## src/rtl/chan_sched.sv

```systemverilog
module chan_sched #(
  parameter int NCH      = 8,
  parameter int DEC_CYC  = 123,
  parameter int ENC_CYC  = 123,
  parameter int INIT_CYC = 45,
  parameter int DIS_CYC  = 4,
  localparam int AW      = (NCH > 1) ? $clog2(NCH) : 1
) (
  input  logic          clk,
  input  logic          rst_n,
  input  logic          start,
  input  logic [1:0]    mode,
  input  logic [AW-1:0] chan,
  input  logic          ovr_clr,
  output logic          busy,
  output logic          done,
  output logic [AW-1:0] job_chan,
  output logic [1:0]    job_mode,
  output logic          init_we,
  output logic [AW-1:0] init_addr,
  output logic          ready,
  output logic          overrun
);

  localparam int MAX_A = (DEC_CYC > ENC_CYC) ? DEC_CYC : ENC_CYC;
  localparam int MAX_B = (INIT_CYC > DIS_CYC) ? INIT_CYC : DIS_CYC;
  localparam int MAXC  = (MAX_A > MAX_B) ? MAX_A : MAX_B;
  localparam int CW    = $clog2(MAXC + 1);

  localparam logic [CW-1:0] LD_DEC  = CW'(DEC_CYC - 1);
  localparam logic [CW-1:0] LD_ENC  = CW'(ENC_CYC - 1);
  localparam logic [CW-1:0] LD_INIT = CW'(INIT_CYC - 1);
  localparam logic [CW-1:0] LD_DIS  = CW'(DIS_CYC - 1);
  localparam logic [AW-1:0] LAST_SLOT = AW'(NCH - 1);

  logic          sweep_q, ready_q, busy_q, ovr_q;
  logic [AW-1:0] addr_q, chan_q;
  logic [1:0]    mode_q;
  logic [CW-1:0] cnt_q, load;
  logic          take, last, clash;

  always_comb begin
    case (mode)
      2'b00:   load = LD_DEC;
      2'b01:   load = LD_ENC;
      2'b10:   load = LD_INIT;
      default: load = LD_DIS;
    endcase
  end

  assign take  = ready_q && start;
  assign last  = busy_q && (cnt_q == '0);
  assign clash = take && busy_q && !last;

  always_ff @(posedge clk or negedge rst_n) begin
    if (!rst_n) begin
      sweep_q <= 1'b0;
      ready_q <= 1'b0;
      addr_q  <= '0;
    end else if (!sweep_q && !ready_q) begin
      sweep_q <= 1'b1;
      addr_q  <= '0;
    end else if (sweep_q) begin
      if (addr_q == LAST_SLOT) begin
        sweep_q <= 1'b0;
        ready_q <= 1'b1;
      end else begin
        addr_q <= addr_q + 1'b1;
      end
    end
  end

  always_ff @(posedge clk or negedge rst_n) begin
    if (!rst_n) begin
      busy_q <= 1'b0;
      cnt_q  <= '0;
      chan_q <= '0;
      mode_q <= '0;
    end else if (take) begin
      busy_q <= 1'b1;
      cnt_q  <= load;
      chan_q <= chan;
      mode_q <= mode;
    end else if (last) begin
      busy_q <= 1'b0;
    end else if (busy_q) begin
      cnt_q <= cnt_q - 1'b1;
    end
  end

  always_ff @(posedge clk or negedge rst_n) begin
    if (!rst_n)       ovr_q <= 1'b0;
    else if (clash)   ovr_q <= 1'b1;
    else if (ovr_clr) ovr_q <= 1'b0;
  end

  assign busy      = busy_q;
  assign done      = last;
  assign job_chan  = chan_q;
  assign job_mode  = mode_q;
  assign init_we   = sweep_q;
  assign init_addr = addr_q;
  assign ready     = ready_q;
  assign overrun   = ovr_q;

endmodule


```

## config.mk

```make
export PLATFORM = sky130hd
export DESIGN_NAME = chan_sched
export DESIGN_NICKNAME = d
export VERILOG_FILES = /design/src/rtl/chan_sched.sv
export SDC_FILE = /design/constraint.sdc
export NUM_CORES = 1
export LEC_CHECK = 0
export BUFFER_PORTS_ARGS = -buffer_cell sky130_fd_sc_hd__buf_2
export CAP_MARGIN = 5
export CORE_MARGIN = 3
export CORE_UTILIZATION = 50
export CTS_CLUSTER_DIAMETER = 30
export DETAILED_ROUTE_END_ITERATION = 8
export PLACE_DENSITY = 0.76
export SLEW_MARGIN = 30
export SYNTH_ARGS = -nofsm -noshare
export SYNTH_HDL_FRONTEND = slang
export SYNTH_SLANG_ARGS = --single-unit
```

## constraint.sdc

```tcl
create_clock -name clk -period 2.15 [get_ports clk]
set_input_delay 0.3225 -clock clk [delete_from_list [all_inputs] [get_ports clk]]
set_output_delay 0.3225 -clock clk [all_outputs]
set_load 0.01 [all_outputs]
```

After elaboration in Yosys (flattened, before gate mapping)
Index checks and enable logic that the tools add are counted. W data, S select, Z words.

Reductions and logical operators: 18. Shift operators: 0. Equality and inequality tests: 5. Add/sub/neg operators: 2. Multiplexer cells: 14. Magnitude comparators: 0. Bitwise gates (word level): 1. $mul: 0. Div/mod/pow operators: 0.

Operator list (count): $mux W7 (3); $pmux W7 S2 (1); $mux W3 (3); $reduce_bool A2 Y1 (4); $logic_not A7 Y1 (1); $mux W1 (7); $sub A7 B1 Y7 const B (1); $logic_and A1 B1 Y1 (5); $ne A2 B2 Y1 const B (2); $reduce_and A2 Y1 (2); $add A3 B1 Y3 const B (1); $eq A3 B3 Y1 const B (1); $logic_not A1 Y1 (3); $reduce_and A3 Y1 (1); $eq A2 B1 Y1 const B (1); $eq A2 B2 Y1 const B (1); $logic_not A2 Y1 (1); $reduce_or A2 Y1 (1); $not A1 Y1 (1).

Memories: 0. Bits in writable memories: 0. Flip-flop bits (word level): 19. Bits in read-only memories: 0. Latch bits: 0. Output and inout port bits: 13.

Depth between registers and ports, before layout
Depth after elaboration: 5. Depth in mapped cells: 6. Depth with buffers taken out: 6.

Least setup slack after synthesis
OpenSTA, ideal clock, no wires.

Path kind: register -> register. Start point: reg cnt_q[2]. End point: reg cnt_q[5]. Data arrival time: 1.685 ns. Buffers on the path: 0. Setup slack: 0.383 ns. Clock period less this slack: 1.767 ns. Cell stages (with the launch flop): 5. Cell sequence: dfrtp_1 > or4b_4 > or3_1 > or3_1 > a31oi_1.

Cells in the longest elaborated chain, start to end: 4. Elaborated cells between the ends (all ways): 8.

RTL lines: from (decl) (RTL line 39) `logic [CW-1:0] cnt_q, load;`; from (signal assigned) (RTL line 81) `cnt_q <= load;`; from (signal assigned) (RTL line 87) `cnt_q <= cnt_q - 1'b1;`; $sub A7 B1 Y7 / $logic_not A7 Y1 (equally long branches) (RTL line 87, 52); $mux W7 / $logic_and A1 B1 Y1 (equally long branches) (RTL line 86, 52); $mux W7 / $ne A2 B2 Y1 (equally long branches); $mux W7 / $reduce_and A2 Y1 (equally long branches).

Several ways; a longest one is shown, not always the timed one. The select of a mux whose other input is x is not followed. A chain may end at the register's enable or synchronous reset.

Worst setup path after layout
Start point: reg cnt_q[3]. End point: out done.

Cells in the longest elaborated chain, start to end: 2.

RTL lines: $logic_not A7 Y1 (RTL line 52) `assign last = busy_q && (cnt_q == '0);`; $logic_and A1 B1 Y1 (RTL line 52); to (decl) (RTL line 16) `output logic done,`.

Every way passes these cells.

==> impl_results.md <==
- Status: completed
- Final Max Tran Viols: 0
- Fin nets: 115
- Antenna violations before repair: 0
- CTS H-Tree Depth: 1
- GR peak layer: met2
- Crit path max-delay family: simple AND/OR/NAND/NOR gates
- Finish-stage setup viols: 0
- CP cell instances: or4_4 > nor2_4 > and2_1 > buf_2
- Kind of critical path: flop to output pin
- Met2 Use GR: 0.2876
- Syn. warnings: 0
- Met3 global-route usage: 0.02256
- Antenna diode count: 0
- Startpoint types: flop
- Synth Area in Compound Gates: 0.1294
- CP arrival: 1.70 ns
- EDFF count, synth: 0
- Clk sinks: 19
- Gpl congestion: 0.9154
- Num rows: 14
- Max incr delay on CP: 0.58 ns
- Max-cap violation count: 0
- Slew @ Worst Pin: 0.5011 ns
- Largest net degree at the start of global routing: 20
- Ys flop type: dfrtp_1
- Routing usage on met1: 0.2170
- Post-synthesis simple-gate area fraction: 0.1465
- Share of cells above drive strength 1: 0.3069
- Critical path's slowest cell: or4_4
- Via density: 5.803
- Die width: 47.94 um
- Sw Ratio: 0.2668
- Min-Delay Startpoint: ovr_clr
- Hold Path Depth: 2
- TritonCTS buffer count: 3
- Syn_area_per_cell: 11.73 um2
- Clock power share: 0.261
- HP Class: input pin to flop
- GRT overflow: 0
- Die H: 47.94 um
- Critical-path maximum fanout: 5
- WL/cell: 14.28 um
- TritonCTS clock tree: yes
- Setup TNS: 0 ns
- Setup bufs post-CTS: 0
- Post-synthesis async set-or-reset flop share: 1.000
- Internal power: 501.0 uW
- RR Endpoint: cnt_q[5]$_DFFE_PN0P_
- Ports: 22
- Mapped Cells: 75
- Number of synthesized register bits: 19
- Largest family of logic cells by synthesized area: simple AND/OR/NAND/NOR gates
- RSZ-0062 raised after global routing: false
- Post-Synthesis Cell Area: 879.6 um2
- First-pass GRT wire length: 2.670 mm
- Root Buffer Master: clkbuf_4
- Data required, critical path: 1.83 ns
- Number of remaining DRC errors: 0
- Fill count: 123
- Worst hold endpoint: overrun$_DFFE_PN0P_
- Port Buffers: 21
- Mux contribution to synthesized area: 0.08962
- Worst skew pair latency: 0.29 ns
- Gate power share: 0.148
- Vias in the first global route: 625
- Detail Route Antenna Nets: 0
- Routed WL: 1.671 mm
- Overall power: 683.3 uW
- Peak supply drop: 0.4001 mV
- Worst Setup End Kind: output pin
- Power density over the cells: 646.3 nW/um2
- GR Util All Layers: 0.1691
- Layout area overhead: 20.20%
- Final hold viol count: 0
- Clk buf depth: 2
- XOR/XNOR Fraction of Synth Area: 0.01991
- Worst reg2reg setup slack: 0.31 ns
- Tmin final: 2.023 ns
- Bufs and invs on worst path: 1
- Core Box Area: 1577 um2
- Skew final: 0.004607 ns
- Commonest non-fill, non-tap cell in the layout: buf_2
- Period utilization: 0.9407
- Drt pass-1 iters: 3
- Syn nets: 88
- Routed vias: 679
- Reg2reg path depth: 4
- Fmax: 0.4944 GHz
- CTS clock-pin slew for the worst setup and hold paths: 0.11 ns
- Detailed Place HPWL: 1.273 mm
- Adder-cell area share of the yosys netlist: 0.05690
- Initial core utilization: 0.5579
- Sequential area share after synthesis: 0.5405
- Rel. slew slack: 0.6651
- Die ar.: 2298 um2
- Most frequent cells in the layout: buf_2, dfrtp_1, nand2_1
- 1st-iter DRT viols: 2
- RR Startpoint: cnt_q[2]$_DFFE_PN0P_
- Sequential share of power: 0.592
- Post-synth cell types: 25
- Leakage power: 0.0004807 uW
- Switching Power: 182.3 uW
- Post-layout util: 0.6706
==> cell type report <==
class                           count  area, um2  area share
Clock inverter                      1      5.005    0.004734
Tap cell                           16      20.02     0.01893
Clock buffer                        3      22.52     0.02130
Sequential cell                    19      475.5      0.4497
Multi-Input combinational cell     52      400.4      0.3787
Timing Repair Buffer               23      122.6      0.1160
Inverter                            3      11.26     0.01065
==> what timing repair did <==
item / 4_1_cts / 5_1_grt
gates resized for setup: 1 / 2
endpoints found under the hold margin: 19 / 0
hold buffers: 1 / 0
setup endpoints to repair: 1 / 1
cloned: 0 / 0
==> power groups by stage <==
| stage | clock network [uW] | registers, uW | logic [uW] |
|---|---|---|---|
| 2_1_floorplan | 0 | 412 | 56.1 |
| 3_3_place_gp | 0 | 409 | 94.5 |
| 3_5_place_dp | 0 | 411 | 99.1 |
| 4_1_cts | 181 | 404 | 102 |
| 5_1_grt | 198 | 408 | 115 |
| 6_report | 178 | 404 | 101 |
==> worst max path at each step <==
stage	start	end	slack, ns	cells past startpoint
floorplan	cnt_q[2]$_DFFE_PN0P_	cnt_q[5]$_DFFE_PN0P_	0.38	4
global placement	cnt_q[2]$_DFFE_PN0P_	cnt_q[5]$_DFFE_PN0P_	0.35	4
detailed placement	cnt_q[2]$_DFFE_PN0P_	cnt_q[5]$_DFFE_PN0P_	0.33	4
CTS	cnt_q[3]$_DFFE_PN0P_	done	0.04	4
global route	cnt_q[3]$_DFFE_PN0P_	done	0.04	4
finish	cnt_q[3]$_DFFE_PN0P_	done	0.13	4
==> worst reg2reg max path, cell delays in order (launching register included) <==
cell,delay [ns]
dfrtp_1,0.43
or4b_4,0.55
or3_1,0.33
or3_1,0.31
a31oi_1,0.15
==> cell usage after synthesis, drive strengths merged, types with 2 or more instances <==
library cell	n	area (um2)
mux2	7	78.82
dfrtp	19	475.5
inv	3	11.26
nor2b	2	12.51
or4	2	15.01
xnor2	2	17.52
ha	4	50.05
nand2	6	22.52
a22o	3	26.28
and2	2	12.51
a31oi	5	31.28
a21o	3	22.52
o21ai	2	10.00
a21oi	2	10.01
or3	5	31.28
==> state kept, by name (all words and copies together), names as in the netlist <==
register   cells
overrun        1
init_we        1
job_chan       3
ready          1
busy           1
cnt_q          7
init_addr      3
job_mode       2
==> stage by stage <==
stage                     instances  setup slack, ns  hold slack (ns)  instance area (um2)
final                           117           0.1274           0.2099                 1057
after global routing            117          0.04076           0.1976                 1057
after CTS                       117          0.04319           0.2104                 1049
after detailed placement        112           0.3287           0.2785                 1008
after global placement          112           0.3526           0.2792                 1008
after floorplan                  75           0.3833          0.02691                879.6
==> cell families (layout without fill, tap and decap cells) <==
family	Yosys count	count (layout)
and+or+nand+nor	22	22
xor gates and xnor gates	2	2
adders and majority gates	4	4
DFF	19	19
muxes	7	7
buffers and inverters	4	30
AOI/OAI and AO/OA	17	17
==> layer usage <==
metal  part of all wire  up-vias
met5                  0        -
met4              0.010        0
met3              0.048        2
met2               0.49       20
met1               0.45      328
li1                   -      329
Note: power is estimated with default switching activity, not from simulation.
